File: config.mk
export PLATFORM = sky130hd
export DESIGN_NAME = stack_engine
export DESIGN_NICKNAME = d
export VERILOG_FILES = /design/src/rtl/stk_pkg.sv /design/src/rtl/stk_addr_calc.sv /design/src/rtl/stk_byte_lane.sv /design/src/rtl/stk_seq.sv /design/src/rtl/stack_engine.sv
export SDC_FILE = /design/constraint.sdc
export NUM_CORES = 1
export LEC_CHECK = 0
export CORE_MARGIN = 4
export CORE_UTILIZATION = 35
export DETAILED_ROUTE_END_ITERATION = 7
export PLACE_DENSITY = 0.56
export SLEW_MARGIN = 20
export SYNTH_ARGS = -nofsm -noshare
export SYNTH_HDL_FRONTEND = slang
export SYNTH_SLANG_ARGS = --single-unit
File: constraint.sdc
create_clock -name clk -period 6.3 [get_ports clk]
set_input_delay 0.63 -clock clk [delete_from_list [all_inputs] [get_ports clk]]
set_output_delay 0.63 -clock clk [all_outputs]
set_load 0.02 [all_outputs]
File: src/rtl/stk_pkg.sv
package stk_pkg;

    // Number of bytes in the wide (16-bit) value.
    localparam int WORD_BYTES = 2;

    typedef enum logic [1:0] {
        ST_IDLE = 2'd0,
        ST_B0   = 2'd1,
        ST_B1   = 2'd2
    } stk_state_e;

    typedef struct packed {
        logic last_used;
        logic push;
        logic wide;
    } stk_cmd_t;

endpackage

File: src/rtl/stk_addr_calc.sv
// First-byte address and resulting pointer for one operation.
module stk_addr_calc #(
    parameter int ADDR_W = 16
) (
    input  logic [ADDR_W-1:0] sp_i,
    input  stk_pkg::stk_cmd_t cmd_i,
    output logic [ADDR_W-1:0] base_o,
    output logic [ADDR_W-1:0] next_sp_o
);
    logic [ADDR_W-1:0] size;

    always_comb begin
        size = cmd_i.wide ? ADDR_W'(2) : ADDR_W'(1);
        if (cmd_i.push) begin
            next_sp_o = sp_i - size;
            // top-of-stack: write at the new pointer; free-slot: one above it
            base_o    = cmd_i.last_used ? next_sp_o : next_sp_o + ADDR_W'(1);
        end else begin
            next_sp_o = sp_i + size;
            base_o    = cmd_i.last_used ? sp_i : sp_i + ADDR_W'(1);
        end
    end
endmodule

File: src/rtl/stk_byte_lane.sv
// Byte lane steering: picks the outgoing byte and merges the incoming one.
module stk_byte_lane #(
    parameter int BYTE_W = 8,
    parameter int LANES  = stk_pkg::WORD_BYTES
) (
    input  logic [LANES*BYTE_W-1:0] word_i,
    input  logic [BYTE_W-1:0]       rdata_i,
    input  logic                    second_i,
    input  logic                    wide_i,
    output logic [LANES*BYTE_W-1:0] merged_o,
    output logic [BYTE_W-1:0]       wr_byte_o
);
    localparam int IDXW = (LANES > 1) ? $clog2(LANES) : 1;

    logic [IDXW-1:0] target;

    // Big-endian: first access carries the most significant lane.
    always_comb begin
        if (wide_i)
            target = IDXW'(LANES - 1) - IDXW'(second_i);
        else
            target = '0;
    end

    for (genvar g = 0; g < LANES; g++) begin : g_lane
        assign merged_o[g*BYTE_W +: BYTE_W] =
            (target == IDXW'(g)) ? rdata_i : word_i[g*BYTE_W +: BYTE_W];
    end

    always_comb begin
        wr_byte_o = '0;
        for (int l = 0; l < LANES; l++) begin
            if (target == IDXW'(l))
                wr_byte_o = word_i[l*BYTE_W +: BYTE_W];
        end
    end
endmodule

File: src/rtl/stk_seq.sv
// Sequencer: accepts a request, steps byte accesses, completes the pointer.
module stk_seq #(
    parameter int                ADDR_W   = 16,
    parameter int                BYTE_W   = 8,
    parameter logic [ADDR_W-1:0] RESET_SP = 16'h0100
) (
    input  logic                   clk,
    input  logic                   rst_n,
    input  logic                   req_i,
    input  stk_pkg::stk_cmd_t      cmd_i,
    input  logic [2*BYTE_W-1:0]    data_i,
    input  logic                   load_i,
    input  logic [ADDR_W-1:0]      load_val_i,
    input  logic [ADDR_W-1:0]      calc_base_i,
    input  logic [ADDR_W-1:0]      calc_next_i,
    input  logic [2*BYTE_W-1:0]    lane_merged_i,
    input  logic [BYTE_W-1:0]      lane_wr_i,
    output logic [2*BYTE_W-1:0]    lane_word_o,
    output logic                   lane_second_o,
    output logic                   lane_wide_o,
    output logic [ADDR_W-1:0]      sp_o,
    output logic                   busy_o,
    output logic                   done_o,
    output logic [2*BYTE_W-1:0]    pop_o,
    output logic [ADDR_W-1:0]      addr_o,
    output logic [BYTE_W-1:0]      wdata_o,
    output logic                   we_o
);
    import stk_pkg::*;

    localparam int DW = 2 * BYTE_W;

    typedef struct packed {
        stk_state_e        state;
        logic              push;
        logic              wide;
        logic [ADDR_W-1:0] addr;
        logic [ADDR_W-1:0] nsp;
        logic [ADDR_W-1:0] sp;
        logic [DW-1:0]     word;
        logic [DW-1:0]     pop;
        logic              done;
    } seq_regs_t;

    seq_regs_t r_q, r_d;

    always_comb begin
        r_d      = r_q;
        r_d.done = 1'b0;
        unique case (r_q.state)
            ST_IDLE: begin
                if (load_i) begin
                    // direct load wins over a simultaneous request
                    r_d.sp = load_val_i;
                end else if (req_i) begin
                    r_d.state = ST_B0;
                    r_d.push  = cmd_i.push;
                    r_d.wide  = cmd_i.wide;
                    r_d.addr  = calc_base_i;
                    r_d.nsp   = calc_next_i;
                    r_d.word  = cmd_i.push ? data_i : '0;
                end
            end
            ST_B0, ST_B1: begin
                if (!r_q.push)
                    r_d.word = lane_merged_i;
                if (r_q.state == ST_B0 && r_q.wide) begin
                    r_d.state = ST_B1;
                    r_d.addr  = r_q.addr + ADDR_W'(1);
                end else begin
                    r_d.state = ST_IDLE;
                    r_d.done  = 1'b1;
                    r_d.sp    = r_q.nsp;
                    if (!r_q.push)
                        r_d.pop = lane_merged_i;
                end
            end
            default: r_d.state = ST_IDLE;
        endcase
    end

    always_ff @(posedge clk or negedge rst_n) begin
        if (!rst_n) begin
            r_q.state <= ST_IDLE;
            r_q.push  <= 1'b0;
            r_q.wide  <= 1'b0;
            r_q.addr  <= '0;
            r_q.nsp   <= RESET_SP;
            r_q.sp    <= RESET_SP;
            r_q.word  <= '0;
            r_q.pop   <= '0;
            r_q.done  <= 1'b0;
        end else begin
            r_q <= r_d;
        end
    end

    assign busy_o        = (r_q.state != ST_IDLE);
    assign lane_word_o   = r_q.word;
    assign lane_second_o = (r_q.state == ST_B1);
    assign lane_wide_o   = r_q.wide;
    assign sp_o          = r_q.sp;
    assign done_o        = r_q.done;
    assign pop_o         = r_q.pop;
    assign addr_o        = r_q.addr;
    assign we_o          = busy_o && r_q.push;
    assign wdata_o       = lane_wr_i;
endmodule

File: src/rtl/stack_engine.sv
module stack_engine #(
    parameter int                ADDR_W   = 16,
    parameter int                BYTE_W   = 8,
    parameter logic [ADDR_W-1:0] RESET_SP = 16'h0100
) (
    input  logic                clk,
    input  logic                rst_n,
    input  logic                mode_last_used,
    input  logic                req,
    input  logic                req_push,
    input  logic                req_wide,
    input  logic [2*BYTE_W-1:0] req_data,
    input  logic                sp_load,
    input  logic [ADDR_W-1:0]   sp_load_val,
    output logic                busy,
    output logic                done,
    output logic [2*BYTE_W-1:0] pop_data,
    output logic [ADDR_W-1:0]   sp,
    output logic [ADDR_W-1:0]   mem_addr,
    output logic [BYTE_W-1:0]   mem_wdata,
    output logic                mem_we,
    input  logic [BYTE_W-1:0]   mem_rdata
);
    import stk_pkg::*;

    localparam int DW = 2 * BYTE_W;

    stk_cmd_t          cmd;
    logic [ADDR_W-1:0] calc_base, calc_next;
    logic [DW-1:0]     lane_word, lane_merged;
    logic [BYTE_W-1:0] lane_wr;
    logic              lane_second, lane_wide;

    assign cmd = '{last_used: mode_last_used, push: req_push, wide: req_wide};

    stk_addr_calc #(.ADDR_W(ADDR_W)) u_calc (
        .sp_i      (sp),
        .cmd_i     (cmd),
        .base_o    (calc_base),
        .next_sp_o (calc_next)
    );

    stk_byte_lane #(.BYTE_W(BYTE_W), .LANES(WORD_BYTES)) u_lane (
        .word_i    (lane_word),
        .rdata_i   (mem_rdata),
        .second_i  (lane_second),
        .wide_i    (lane_wide),
        .merged_o  (lane_merged),
        .wr_byte_o (lane_wr)
    );

    stk_seq #(.ADDR_W(ADDR_W), .BYTE_W(BYTE_W), .RESET_SP(RESET_SP)) u_seq (
        .clk           (clk),
        .rst_n         (rst_n),
        .req_i         (req),
        .cmd_i         (cmd),
        .data_i        (req_data),
        .load_i        (sp_load),
        .load_val_i    (sp_load_val),
        .calc_base_i   (calc_base),
        .calc_next_i   (calc_next),
        .lane_merged_i (lane_merged),
        .lane_wr_i     (lane_wr),
        .lane_word_o   (lane_word),
        .lane_second_o (lane_second),
        .lane_wide_o   (lane_wide),
        .sp_o          (sp),
        .busy_o        (busy),
        .done_o        (done),
        .pop_o         (pop_data),
        .addr_o        (mem_addr),
        .wdata_o       (mem_wdata),
        .we_o          (mem_we)
    );
endmodule

==> flow_summary.toml, run 1 <==
[finish]
multiInputGateArea_mm2 = 0.00342
diodes = 0
drive_above_1_share_pct = 5.31
area_growth_pct = 18.3
regArea_mm2 = 0.00213
nFillCells = 1719
nets = 809
final_cell_area_mm2 = 0.00731
layout_commonest_cell = "clkdlybuf4s50_1"
layout_common_cells = "104 x clkdlybuf4s50_1, 88 x nand2_1, 83 x dfrtp_1, 59 x o21ai_0, 52 x nor2_1"

[routing]
ant_nets = 0
viasPerCell = 5.54
wirelength_mm = 17.8
drtIter0Drc = 539
vias = 5422
wl_per_cell_um = 18.2
drc = 0
dr.pass1.iters = 5

[pwr]
p_per_area_mw_per_mm2 = 555
swShare_pct = 46.6
p_leak_nw = 2.96
p_int_w = 0.00217
switchingPower_w = 0.00189
peakVddDrop_uv = 288
combinationalPowerShare_pct = 55.2
power_frac_seq_pct = 30.2
pwr-share-clk_pct = 14.6

[yosys]
yosys_register_bits = 85
async_flop_share_pct = 100
avgSynthCellArea_um2 = 8.49
synth-main-ff-cell = "dfrtp_1"
synth-compound-area-share_pct = 20.1
yosysSeqAreaShare_pct = 34.5
synth_fa_ha_area_share_pct = 2.88
yosys.area_share.simple_pct = 20.4
yosysWarnings = 0
synth_top_family_by_area = "simple AND/OR/NAND/NOR gates"
synthXorXnorAreaFrac_pct = 4.68
synth_nets = 788
synth_mux_area_share_pct = 7.25
yosysUniqueCellTypes = 64
syn_area_mm2 = 0.00618
synth_edf_count = 0
synth_cells = 728

[timing]
slew-limit-headroom_pct = 32.2
fin_crit_sh_pct = 65.1
fin_tns_setup_ns = 0
tightestPinTransition_ns = 1.01
timing.final.ws_setup_ns = 2.20
finalHoldViolations = 0
min_period_ns = 4.10
rsz0062_at_grt = "no"
maxSlewViolCount = 0
finClkSkew_ns = 0.0102
max_freq_ghz = 0.244
setup_viol = 0

[die]
die_width_um = 141
core_area_mm2 = 0.0173
ioPinCount = 106
die_h_um = 141
dieArea_mm2 = 0.0198
fp-row-count = 48
start_util_pct = 35.7

[clock_tree]
cts_tree = "done"
postCtsResizedCells = 0
clk_pin_slew_ns = 0.07
hold_buffers = 0
numCtsBuffers = 9
root_buffer = "clkbuf_16"
htree_levels = 3
clk_latency_ns = 0.36
numClockSinks = 85
clockBufferDepth = 2
cts_setup_buffers = 0

[global_routing]
grt.overflow.total = 0
grt.met3_usage_pct = 2.61
met2_usage_pct = 28.1
grt_use_met1_pct = 25.6
grt_first_pass_wirelength_mm = 29.0
track_usage_pct = 18.1
top_usage_layer = "met2"
grt_pass1_vias = 5336
grt_start_max_net_pins = 55
grt_antenna_before_repair = 0

[placed_design]
place_area_mm2 = 0.00699
port_buffers = 105
dp_slack_ns = 1.85
gp_congestion = 0.874
dpl.hpwl_mm = 12.8

[worst_setup_path]
crit_top_cell = "inv_1"
critPathTopFamily = "simple AND/OR/NAND/NOR gates"
cp_max_fo = 8
required_ns = 6.53
startpoint_type = "primary input"
cpPeakStageDelay_ns = 0.57
arrival_ns = 4.33
cp_cell_sequence = "clkdlybuf4s50_1 -> inv_1 -> ha_1 -> inv_1 -> fa_1 -> or4_1 -> or4_4 -> a2bb2oi_4 -> a21oi_1 -> or3b_1 -> a222oi_1 -> o211ai_1"
cp-end-kind = "flop"
critPathSlowestCell = "or4_1"
cp_num_buf_inv = 3
criticalPathCategory = "in -> reg"

[outcome]
status = "finished clean"

[job]
cap_violations = 0

[worst_hold_path]
hp-class = "in -> async"
[registers in the layout (all words and copies together), names as in the netlist]
name,flops
u_seq.pop_o,16
u_seq.sp_o,16
u_seq.lane_wide_o,1
u_seq.r_q,19
u_seq.lane_word_o,16
u_seq.done_o,1
u_seq.addr_o,16
[cell usage after synthesis, types with 3 or more instances]
| cell | n | area share (%) |
|---|---|---|
| a211oi_1 | 3 | 0.36 |
| a21o_1 | 5 | 0.61 |
| a21oi_1 | 25 | 2.0 |
| a221o_1 | 16 | 2.6 |
| a222oi_1 | 5 | 0.81 |
| a22o_1 | 16 | 2.3 |
| a22oi_1 | 12 | 1.5 |
| a31oi_1 | 7 | 0.71 |
| and3_1 | 18 | 1.8 |
| buf_1 | 9 | 0.55 |
| buf_4 | 48 | 5.8 |
| clkbuf_1 | 41 | 2.5 |
| dfrtp_1 | 83 | 34 |
| ha_1 | 11 | 2.2 |
| inv_1 | 18 | 1.1 |
| mux2_2 | 4 | 0.73 |
| mux2i_1 | 38 | 6.2 |
| nand2_1 | 88 | 5.3 |
| nand2b_1 | 5 | 0.51 |
| nand3_1 | 19 | 1.5 |
| nand4_1 | 7 | 0.71 |
| nor2_1 | 52 | 3.2 |
| nor2b_1 | 11 | 1.1 |
| nor3_1 | 18 | 1.5 |
| nor3b_1 | 3 | 0.36 |
| nor4_1 | 5 | 0.51 |
| o211a_1 | 3 | 0.49 |
| o211ai_1 | 5 | 0.61 |
| o21ai_0 | 59 | 4.8 |
| o22ai_1 | 6 | 0.61 |
| o31ai_1 | 7 | 0.85 |
| or3_1 | 7 | 0.71 |
| or4_1 | 4 | 0.49 |
| or4b_2 | 3 | 0.49 |
| xnor2_1 | 17 | 2.4 |
| xor2_1 | 16 | 2.3 |
[stage by stage]
step	instances	hold slack [ns]	power, W	util [%]
6_report	979	0.230	0.00406	42.3
5_1_grt	979	0.273	0.00437	42.3
4_1_cts	979	0.243	0.00409	42.3
3_5_place_dp	963	0.469	0.00348	40.4
3_3_place_gp	963	0.461	0.00346	40.4
2_1_floorplan	728	0.334	0.00286	-
[kinds of logic (layout without fill, tap and decap cells)]
| logic type | count (synthesis) | in the layout |
|---|---|---|
| fa+ha+maj | 13 | 13 |
| simple gates | 255 | 255 |
| mux | 43 | 43 |
| flops | 85 | 85 |
| buf+inv | 118 | 144 |
| xor+xnor | 33 | 33 |
| compound gates | 181 | 181 |
[final timing paths]
path	slack, ns	cells after the start	start	endpoint
worst max-delay path	2.20	12	req_wide	u_seq.addr_o[12]
worst min-delay path	0.23	1	rst_n	u_seq.lane_word_o[14]
worst max register to register	2.61	11	u_seq.sp_o[0]	u_seq.addr_o[12]
worst min register to register	0.48	2	u_seq.pop_o[15]	u_seq.pop_o[15]
max in group asynchronous	5.04	2	rst_n	u_seq.addr_o[2]
min in group clk	0.48	2	u_seq.pop_o[15]	u_seq.pop_o[15]
[per-layer routing]
| layer | wire [um] | up-vias |
|---|---|---|
| li1 | - | 2635 |
| met1 | 8540 | 2621 |
| met2 | 8180 | 144 |
| met3 | 659 | 22 |
| met4 | 401 | 0 |
| met5 | 0 | - |
[area by class of cell]
class / instances / share of cell area (%)
multi-input cells: 525 / 46.8
flip-flops and latches: 85 / 29.1
repair buffers: 110 / 14.9
well taps: 225 / 3.85
clock buffers: 9 / 3.08
clock inverters: 7 / 1.33
inverters: 18 / 0.924
[power by group through the flow]
stage	sequential (W)	combinational (W)	clock, W
after floorplan	0.00101	0.00185	0
after global placement	0.00122	0.00224	0
after detailed placement	0.00123	0.00225	0
after CTS	0.00122	0.00227	0.000604
after global routing	0.00128	0.00247	0.000623
final	0.00123	0.00224	0.000591
Power figures use the tool's default switching activity.
==> run 2: changes to the inputs <==
clock period = 4 ns   (was 6.3 ns; I/O delays follow)
==> flow_summary.toml, run 2 (synthesized netlist as in run 1, its figures left out) <==
[clock_tree]
numClockSinks = 85
root_buffer = "clkbuf_16"
hold_buffers = 0
htree_levels = 3
postCtsResizedCells = 0
clockBufferDepth = 2
numCtsBuffers = 9
clk_pin_slew_ns = 0.07
clk_latency_ns = 0.35
cts_tree = "done"
cts_setup_buffers = 0

[pwr]
total_power_w = 0.00643
peakVddDrop_uv = 452
pwr-share-clk_pct = 13.6
power_frac_seq_pct = 29.7
p_int_w = 0.00341
switchingPower_w = 0.00301
combinationalPowerShare_pct = 56.7
p_per_area_mw_per_mm2 = 871
p_leak_nw = 3.00
swShare_pct = 46.9

[finish]
largest_reg_flops = 19
drive_above_1_share_pct = 6.67
layout_commonest_cell = "clkdlybuf4s50_1"
layout_common_cells = "104 x clkdlybuf4s50_1, 88 x nand2_1, 83 x dfrtp_1, 59 x o21ai_0, 52 x nor2_1"
nets = 820
diodes = 0
area_growth_pct = 19.3
largest_register = "u_seq.r_q"
nFillCells = 1713

[worst_setup_path]
r2r-end = "u_seq.addr_o[12]"
crit_top_cell = "inv_1"
critPathSlowestCell = "or4_1"
cp_max_fo = 6
cp-end-kind = "flop"
r2r-start = "u_seq.sp_o[0]"
r2r_slack_ns = 0.62
cpPeakStageDelay_ns = 0.44
arrival_ns = 3.80
required_ns = 4.22
cp_cell_sequence = "clkdlybuf4s50_1 -> inv_1 -> ha_1 -> inv_1 -> fa_1 -> or4_1 -> buf_4 -> nor4_2 -> a2bb2oi_4 -> a21oi_1 -> or3b_1 -> a222oi_1 -> o211ai_1"
ff2ff_path_depth = 12
startpoint_type = "primary input"
criticalPathCategory = "in -> reg"

[job]
cap_violations = 0

[die]
die_h_um = 141
start_util_pct = 35.7
core_area_mm2 = 0.0173
fp-row-count = 48
dieArea_mm2 = 0.0198
ioPinCount = 106
die_width_um = 141

[worst_hold_path]
hp-class = "in -> async"

[timing]
setup_viol = 0
finalHoldViolations = 0
slew-limit-headroom_pct = 34.1
fin_crit_sh_pct = 89.5
rsz0062_at_grt = "no"
tightestPinTransition_ns = 0.986
min_period_ns = 3.58
maxSlewViolCount = 0
timing.final.ws_setup_ns = 0.422
holdWs_ns = 0.136
finClkSkew_ns = 0.00924
fin_tns_setup_ns = 0
max_freq_ghz = 0.279

[routing]
ant_nets = 0
wl_per_cell_um = 18.4
drc = 0
drtIter0Drc = 507
wirelength_mm = 18.2
vias = 5471
dr.pass1.iters = 5
viasPerCell = 5.53

[global_routing]
grt.overflow.total = 0
grt_start_max_net_pins = 60
met2_usage_pct = 29.1
grt_first_pass_wirelength_mm = 29.4
grt_antenna_before_repair = 0
top_usage_layer = "met2"
grt.met3_usage_pct = 3.66
grt_use_met1_pct = 25.6
grt_pass1_vias = 5453
track_usage_pct = 18.3

[placed_design]
dpl.hpwl_mm = 13.3
dp_slack_ns = 0.0535
port_buffers = 105
gp_congestion = 0.903

[outcome]
status = "finished clean"
run 2: cell type report:
cell class | instances | area (um2) | area share, %
multi-input cells | 525 | 3430 | 46.5
flip-flops and latches | 85 | 2130 | 28.9
repair buffers | 121 | 1170 | 15.8
well taps | 225 | 282 | 3.82
clock buffers | 11 | 243 | 3.29
inverters | 18 | 67.6 | 0.916
clock inverters | 5 | 58.8 | 0.797
run 2: worst max-delay path by stage:
stage	from	cells after the start	slack (ns)	endpoint
global placement	req_wide	12	0.15	u_seq.addr_o[12]
global route	req_wide	13	0.18	u_seq.addr_o[12]
detailed placement	req_wide	13	0.05	u_seq.addr_o[12]
finish	req_wide	13	0.42	u_seq.addr_o[12]
floorplan	req_wide	13	0.48	u_seq.addr_o[12]
CTS	req_wide	13	0.42	u_seq.addr_o[12]
run 2: metrics by stage:
stage | instance area, um2 | utilization, % | std cells
floorplan | 6180 | - | 728
global placement | 7070 | 40.9 | 974
detailed placement | 7070 | 40.9 | 974
CTS | 7370 | 42.6 | 990
finish | 7370 | 42.6 | 990
global route | 7370 | 42.6 | 990
run 2: worst max-delay path: cells and delay by family:
kind / cells / cell delay [ns]
compound gates: 4 / 0.72
fa+ha+maj: 2 / 0.61
buf+inv: 4 / 0.88
simple gates: 3 / 1.18
run 2: power groups by stage:
stage | Sequential, W | Clock (W) | Combinational [W]
3_5_place_dp | 0.00192 | 0 | 0.00365
6_report | 0.00191 | 0.000871 | 0.00364
5_1_grt | 0.00199 | 0.000934 | 0.00399
2_1_floorplan | 0.00159 | 0 | 0.00291
3_3_place_gp | 0.00190 | 0 | 0.00363
4_1_cts | 0.00191 | 0.000897 | 0.00366
run 2: routing by layer:
metal | wire length (um) | vias up | part of all wire (%)
met3 | 759 | 17 | 4.2
met2 | 8460 | 147 | 46
met1 | 8740 | 2654 | 48
met5 | 0 | - | 0
li1 | - | 2653 | -
met4 | 238 | 0 | 1.3
